--- config.mk ---
export PLATFORM = sky130hd
export DESIGN_NAME = evt_timer_chan
export DESIGN_NICKNAME = d
export VERILOG_FILES = /design/src/rtl/evt_timer_chan.sv
export SDC_FILE = /design/constraint.sdc
export NUM_CORES = 1
export LEC_CHECK = 0
export ABC_AREA = 1
export BUFFER_PORTS_ARGS = -buffer_cell sky130_fd_sc_hd__buf_2
export CAP_MARGIN = 0
export CORE_UTILIZATION = 35
export CTS_BUF_LIST = sky130_fd_sc_hd__clkbuf_8 sky130_fd_sc_hd__clkbuf_16
export CTS_CLUSTER_SIZE = 20
export DETAILED_ROUTE_END_ITERATION = 10
export GPL_ROUTABILITY_DRIVEN = 0
export PLACE_DENSITY = 0.55
export SYNTH_ARGS = -nofsm -noshare
export SYNTH_HDL_FRONTEND = slang
export SYNTH_SLANG_ARGS = --single-unit
--- constraint.sdc ---
create_clock -name clk -period 4.1 [get_ports clk]
set_clock_uncertainty 0.2 [all_clocks]
set_input_delay 0.615 -clock clk [delete_from_list [all_inputs] [get_ports clk]]
set_output_delay 0.615 -clock clk [all_outputs]
set_load 0.005 [all_outputs]
--- src/rtl/evt_timer_chan.sv ---
module evt_timer_chan #(
  parameter bit          PERIODIC_CAP = 1'b1,
  parameter logic [63:0] CMP_RESET    = '1
) (
  input  logic        clk,
  input  logic        rst_n,
  input  logic        wr_cfg,
  input  logic        wr_lo,
  input  logic        wr_hi,
  input  logic        rd_cfg,
  input  logic        rd_lo,
  input  logic        rd_hi,
  input  logic [31:0] wdata,
  output logic [31:0] rd_data,
  input  logic [63:0] main_cnt,
  input  logic        glb_en,
  output logic        irq
);
  localparam int HW = 32;

  logic        ien, pulse, per, wide, vset, sts, irq_p;
  logic [63:0] cmp, per_val, reload;
  logic        match, hit, load_lo, load_hi;
  logic [31:0] cfg_rd;

  assign match   = wide ? (main_cnt == cmp) : (main_cnt[HW-1:0] == cmp[HW-1:0]);
  assign hit     = glb_en & match;
  assign load_lo = wr_lo & (~per | vset);
  assign load_hi = wr_hi & (~per | vset);
  assign reload  = wide ? cmp + per_val
                        : {cmp[63:HW], cmp[HW-1:0] + per_val[HW-1:0]};

  always_ff @(posedge clk or negedge rst_n) begin
    if (!rst_n) begin
      ien     <= 1'b0;
      pulse   <= 1'b0;
      per     <= 1'b0;
      wide    <= 1'b0;
      vset    <= 1'b0;
      sts     <= 1'b0;
      irq_p   <= 1'b0;
      cmp     <= CMP_RESET;
      per_val <= '0;
    end else begin
      irq_p <= hit & ien & pulse;
      if (hit) sts <= 1'b1;
      else if (wr_cfg && wdata[8]) sts <= 1'b0;
      if (wr_cfg) begin
        ien   <= wdata[0];
        pulse <= wdata[1];
        per   <= wdata[2] & PERIODIC_CAP;
        wide  <= wdata[4];
        vset  <= wdata[5];
      end else if (wr_lo || wr_hi) begin
        vset <= 1'b0;
      end
      if (wr_lo) per_val[HW-1:0] <= wdata;
      if (wr_hi) per_val[63:HW]  <= wdata;
      if (hit && per && !load_lo && !load_hi) cmp <= reload;
      if (load_lo) cmp[HW-1:0] <= wdata;
      if (load_hi) cmp[63:HW]  <= wdata;
    end
  end

  assign cfg_rd  = {23'b0, sts, 3'b0, wide, PERIODIC_CAP, per, pulse, ien};
  assign rd_data = rd_cfg ? cfg_rd : rd_lo ? cmp[HW-1:0] : rd_hi ? cmp[63:HW] : '0;
  assign irq     = pulse ? irq_p : (sts & ien & glb_en);
endmodule


# ---- Yosys cells after proc, flatten, opt, wreduce, memory -nomap -nowiden
# Cells that the tools add are included.
# Widths: inputs -> output; s select.
dict set report classes {
  add_sub_neg 2
  n_mul 0
  div_mod_pow 0
  n_lt_le_gt_ge 0
  eq_ne 2
  n_shift 0
  muxes 13
  bitwise_logic 9
  reduce_logical 13
}
# cell count
set ops {}
lappend ops {{$mux 32} 5}
lappend ops {{$mux 64} 2}
lappend ops {{$add 64x64->64} 1}
lappend ops {{$eq 64x64->1} 1}
lappend ops {{$add 32x32->32} 1}
lappend ops {{$eq 32x32->1} 1}
lappend ops {{$reduce_bool 2->1} 5}
lappend ops {{$and 1x1->1} 7}
lappend ops {{$mux 1} 6}
lappend ops {{$logic_and 1x1->1} 4}
lappend ops {{$logic_not 1->1} 2}
lappend ops {{$reduce_and 2->1} 1}
lappend ops {{$logic_or 1x1->1} 1}
lappend ops {{$not 1->1} 1}
lappend ops {{$or 1x1->1} 1}
dict set report totals {
  reg_bits 135
  latchBits 0
  mem_bits_rw 0
  mem_bits_ro 0
  out_inout_bits 33
  mem_count 0
}

# ---- Longest topological paths before layout
dict set report logic_depth {
  depth_word 8
  ltp_mapped 17
}

# ---- Worst setup path after synthesis
# No wires, ideal clock.
dict set report synth_path {
  kind {register -> register}
  from {register cmp[0]}
  to {register cmp[40]}
  setup_time_ns 0.060
  t_arrival_ns 2.117
  required_ns 3.840
  path_slack_ns 1.723
  path_stages_with_launch 17
  cell_sequence {dfstp_2 > ha_1 > inv_1 > fa_1 > inv_1 > nand3_1 > nand3_1 > nand2_1 > nand2_1 > nand2_1 > nand3b_1 > nand2_1 > nand3_1 > nand2_1 > o21ai_0 > nand2_1 > nand2_1}
}
dict set report synth_via {
  elab_chain_cells 8
  elab_cells_between_ends 13
  classes_between {1 x add/sub; 2 x eq/ne; 4 x mux; 1 x bitwise; 5 x reduce/logical}
}
# element line_no
set synth_lines {}
lappend synth_lines {{start, declared} 22} ;# logic [63:0] cmp, per_val, reload;
lappend synth_lines {{start signal, assigned} 59} ;# if (hit && per && !load_lo && !load_hi) cmp <= reload;
lappend synth_lines {{start signal, assigned by index} 60} ;# if (load_lo) cmp[HW-1:0] <= wdata;
lappend synth_lines {{start signal, assigned by index} 61} ;# if (load_hi) cmp[63:HW] <= wdata;
lappend synth_lines {{parallel branches: the longest is 8 deep, another holds $add 64x64->64} n/a}
# Parallel ways; which one is timed is not known. The select of a mux whose other input is x is not followed.
# A chain may end at the register's enable or synchronous reset.

# ---- Final worst setup path
# Same ends and word-level chain as after synthesis.

==> results.sh <==
export IMPL_die_area_um2=38500
export IMPL_clkSlewWorstSetupHoldPaths_ns=0.06
export IMPL_reg2reg_depth=16
export IMPL_die_h_um=196
export IMPL_grt_pass1_wl_um=80900
export IMPL_crit_type="flip-flop to flip-flop"
export IMPL_grt_remaining_overflow=0
export IMPL_grt_pass1_vias=13900
export IMPL_yosys_top_cells_area="nand2_1 31%, dfrtp_1 13%, dfstp_2 13%, inv_1 12%, ha_1 6.0%"
export IMPL_multi_input_area_um2=7910
export IMPL_ys_seq_area_share_pct=26.2
export IMPL_dr_pass1_iters=6
export IMPL_fmax_ghz=0.303
export IMPL_yosys_area_top_type="nand2_1"
export IMPL_worstPathCellList="ha_1 > inv_1 > fa_1 > inv_1 > nand3_1 > nand3_1 > nand2_1 > nand2_1 > nand2_1 > nand3b_1 > nand2_1 > nand3_1 > nand2_1 > o21ai_0 > nand2_1 > nand2_1"
export IMPL_cts_sinks=135
export IMPL_async_flop_share_pct=100
export IMPL_setup_viol=0
export IMPL_dr_total_vias=14400
export IMPL_drt_wl_total_um=53300
export IMPL_synthFlopType="dfrtp_1"
export IMPL_cp_top_family="simple AND/OR/NAND/NOR gates"
export IMPL_antenna_found_initial=1
export IMPL_io_pins=138
export IMPL_portBuffers=137
export IMPL_slew_violations=0
export IMPL_startpoint_type="flip-flop"
export IMPL_clk_insertion_delay_late_ns=0.46
export IMPL_fin_ws_ns=0.795
export IMPL_path_depth=16
export IMPL_clock_tree_buffer_depth=2
export IMPL_fp_row_count=70
export IMPL_hpwlAfterDp_um=43800
export IMPL_end_kind="flip-flop"
export IMPL_hold_path_depth=3
export IMPL_track_usage_pct=28.4
export IMPL_outcome="finished, final reports clean"
export IMPL_dieWidth_um=196
export IMPL_area_growth_syn_to_layout_pct=13.8
export IMPL_final_area_um2=15000
export IMPL_syn_area_per_cell_um2=5.65
export IMPL_required_ns=4.30
export IMPL_grt_max_degree=68
export IMPL_drive_above_1_share_pct=11.4
export IMPL_fin_nets=2626
export IMPL_p_per_area_nw_per_um2=511
export IMPL_cts_resized=0
export IMPL_min_period_ns=3.30
export IMPL_hold_worst_slack_ns=0.205
export IMPL_synth_common_cells="1100 x nand2_1, 412 x inv_1, 143 x nor2_1"
export IMPL_hold_viol_final=0
export IMPL_drt_iter0_drc=1280
export IMPL_maxSlewHeadroom_pct=50.5
export IMPL_crit_arrival_ns=3.51
export IMPL_routedWlPerCell_um=17.9
export IMPL_crit_path_top_delay_cell="dfstp_2"
export IMPL_htree_levels=4
export IMPL_cts_buffers_inserted=17
export IMPL_regArea_um2=3460
export IMPL_hold_buffers=1
export IMPL_coreArea_um2=36900
export IMPL_synth_edff_count=0
export IMPL_cap_violations=0
export IMPL_critical_path_max_fanout=5
export IMPL_synth_most_common_cell="nand2_1"
export IMPL_cpMostUsedCell="nand2_1"
export IMPL_yosys_warnings=0
export IMPL_syn_inst=2333
export IMPL_finalSetupTns_ns=0
export IMPL_netlist_area_um2=13200
export IMPL_num_antenna_cells=0
export IMPL_rsz0062_at_grt="no"
export IMPL_ir_worst_vdd_uv=344
export IMPL_worstHoldPathType="input pin to flip-flop"
export IMPL_drc=0
export IMPL_placed_area_um2=14400
export IMPL_slowest_delay_ns=0.60
export IMPL_tightestPinTransition_ns=0.743
export IMPL_cts_root_buf="clkbuf_16"
export IMPL_p_leak_nw=8.70
export IMPL_fin_crit_sh_pct=80.6
export IMPL_fill_cells=4206
export IMPL_syn_num_nets=2502
export IMPL_start_util_pct=35.8
export IMPL_synth_top_area_share_pct=31.3
export IMPL_ys_ff_latch=135
export IMPL_post_place_ws_ns=0.919
export IMPL_crit_buf_inv=2
export IMPL_postCtsSetupRepairBufs=0
export IMPL_cts_tree="done"
export IMPL_synthDistinctLibCells=39
export IMPL_drtAntennaViolNets=0
export IMPL_via_per_inst=4.85
-- stage by stage --
step	util, %	std cells	power [mW]
3_5_place_dp	39.1	2941	6.07
5_1_grt	40.7	2974	8.28
4_1_cts	40.7	2974	7.65
6_report	40.7	2974	7.67
2_1_floorplan	-	2333	4.67
3_3_place_gp	39.1	2941	6.04
-- final cells by class --
class	count	share of cell area (%)
timing repair buffer	154	5.64
inverter	425	10.6
clock buffer	19	3.02
clock inverter	13	0.783
multi-input combinational	1724	52.7
sequential	135	23.0
tap	504	4.20
-- final timing paths --
path | startpoint | end | slack, ns
setup / recovery | cmp[0] | cmp[40] | 0.80
max in group asynchronous | rst_n | cmp[51] | 2.32
setup reg to reg | cmp[0] | cmp[40] | 0.80
hold / removal | wdata[20] | cmp[52] | 0.20
hold reg to reg | per_val[46] | per_val[46] | 0.28
min in group asynchronous | rst_n | per_val[1] | 0.55
-- power by group --
part	switching [mW]	internal [mW]	leakage [nW]
sequential	0.439	1.75	1.54
clock	0.641	0.911	0.290
combinational	2.62	1.31	6.87
total	3.70	3.97	8.70
-- worst min-delay path, cell delays in order --
cell and delay, ns:
buf_2 0.09, nand2_1 0.04, nand3_1 0.08
-- kinds of logic (layout without fill, tap and decap cells) --
logic type | count (synthesis) | count (layout) | share of synthesized area, %
compound gates | 209 | 209 | 8.22
xor+xnor | 50 | 50 | 3.32
fa+ha+maj | 64 | 64 | 6.13
buf+inv | 474 | 611 | 13.8
flops | 135 | 135 | 26.2
simple gates | 1401 | 1401 | 42.3
-- flip-flops by register name, summed over array words and instances, names as in the netlist --
name	cells
wide	1
ien	1
per	1
sts	1
pulse	1
per_val	64
irq_p	1
cmp	64
vset	1
-- cells in the final DEF (no fill, tap or decap), types with 2 or more instances in the layout --
cell        count
bufinv_16       2
buf_2         136
clkinvlp_4      3
nor2_1        141
a221oi_1        4
nand3_1        92
a21oi_1        89
clkbuf_8        2
nand2_2         2
or2_2          11
xnor2_1        47
and2_1          2
nand4_1        14
ha_1           63
o21bai_1        2
o21ai_1        10
clkinv_2        4
dfrtp_1        71
buf_12          2
inv_1         416
clkbuf_16      17
nor2_2          6
nor3_1         13
nand2_1      1100
o21ai_0        95
nor2_4          2
dfstp_2        64
inv_2          12
nand3b_1       14
o22ai_1         5
buf_4          14
xor2_1          3
-- per-layer routing --
layer  GRT usage [%]  vias up  wire (µm)
met4            10.6        0       1960
met5               0        -          0
met2            44.8      502      23500
li1                -     7289          -
met1            37.7     6547      23500
met3            6.34       89       4370
Power figures use the tool's default switching activity.
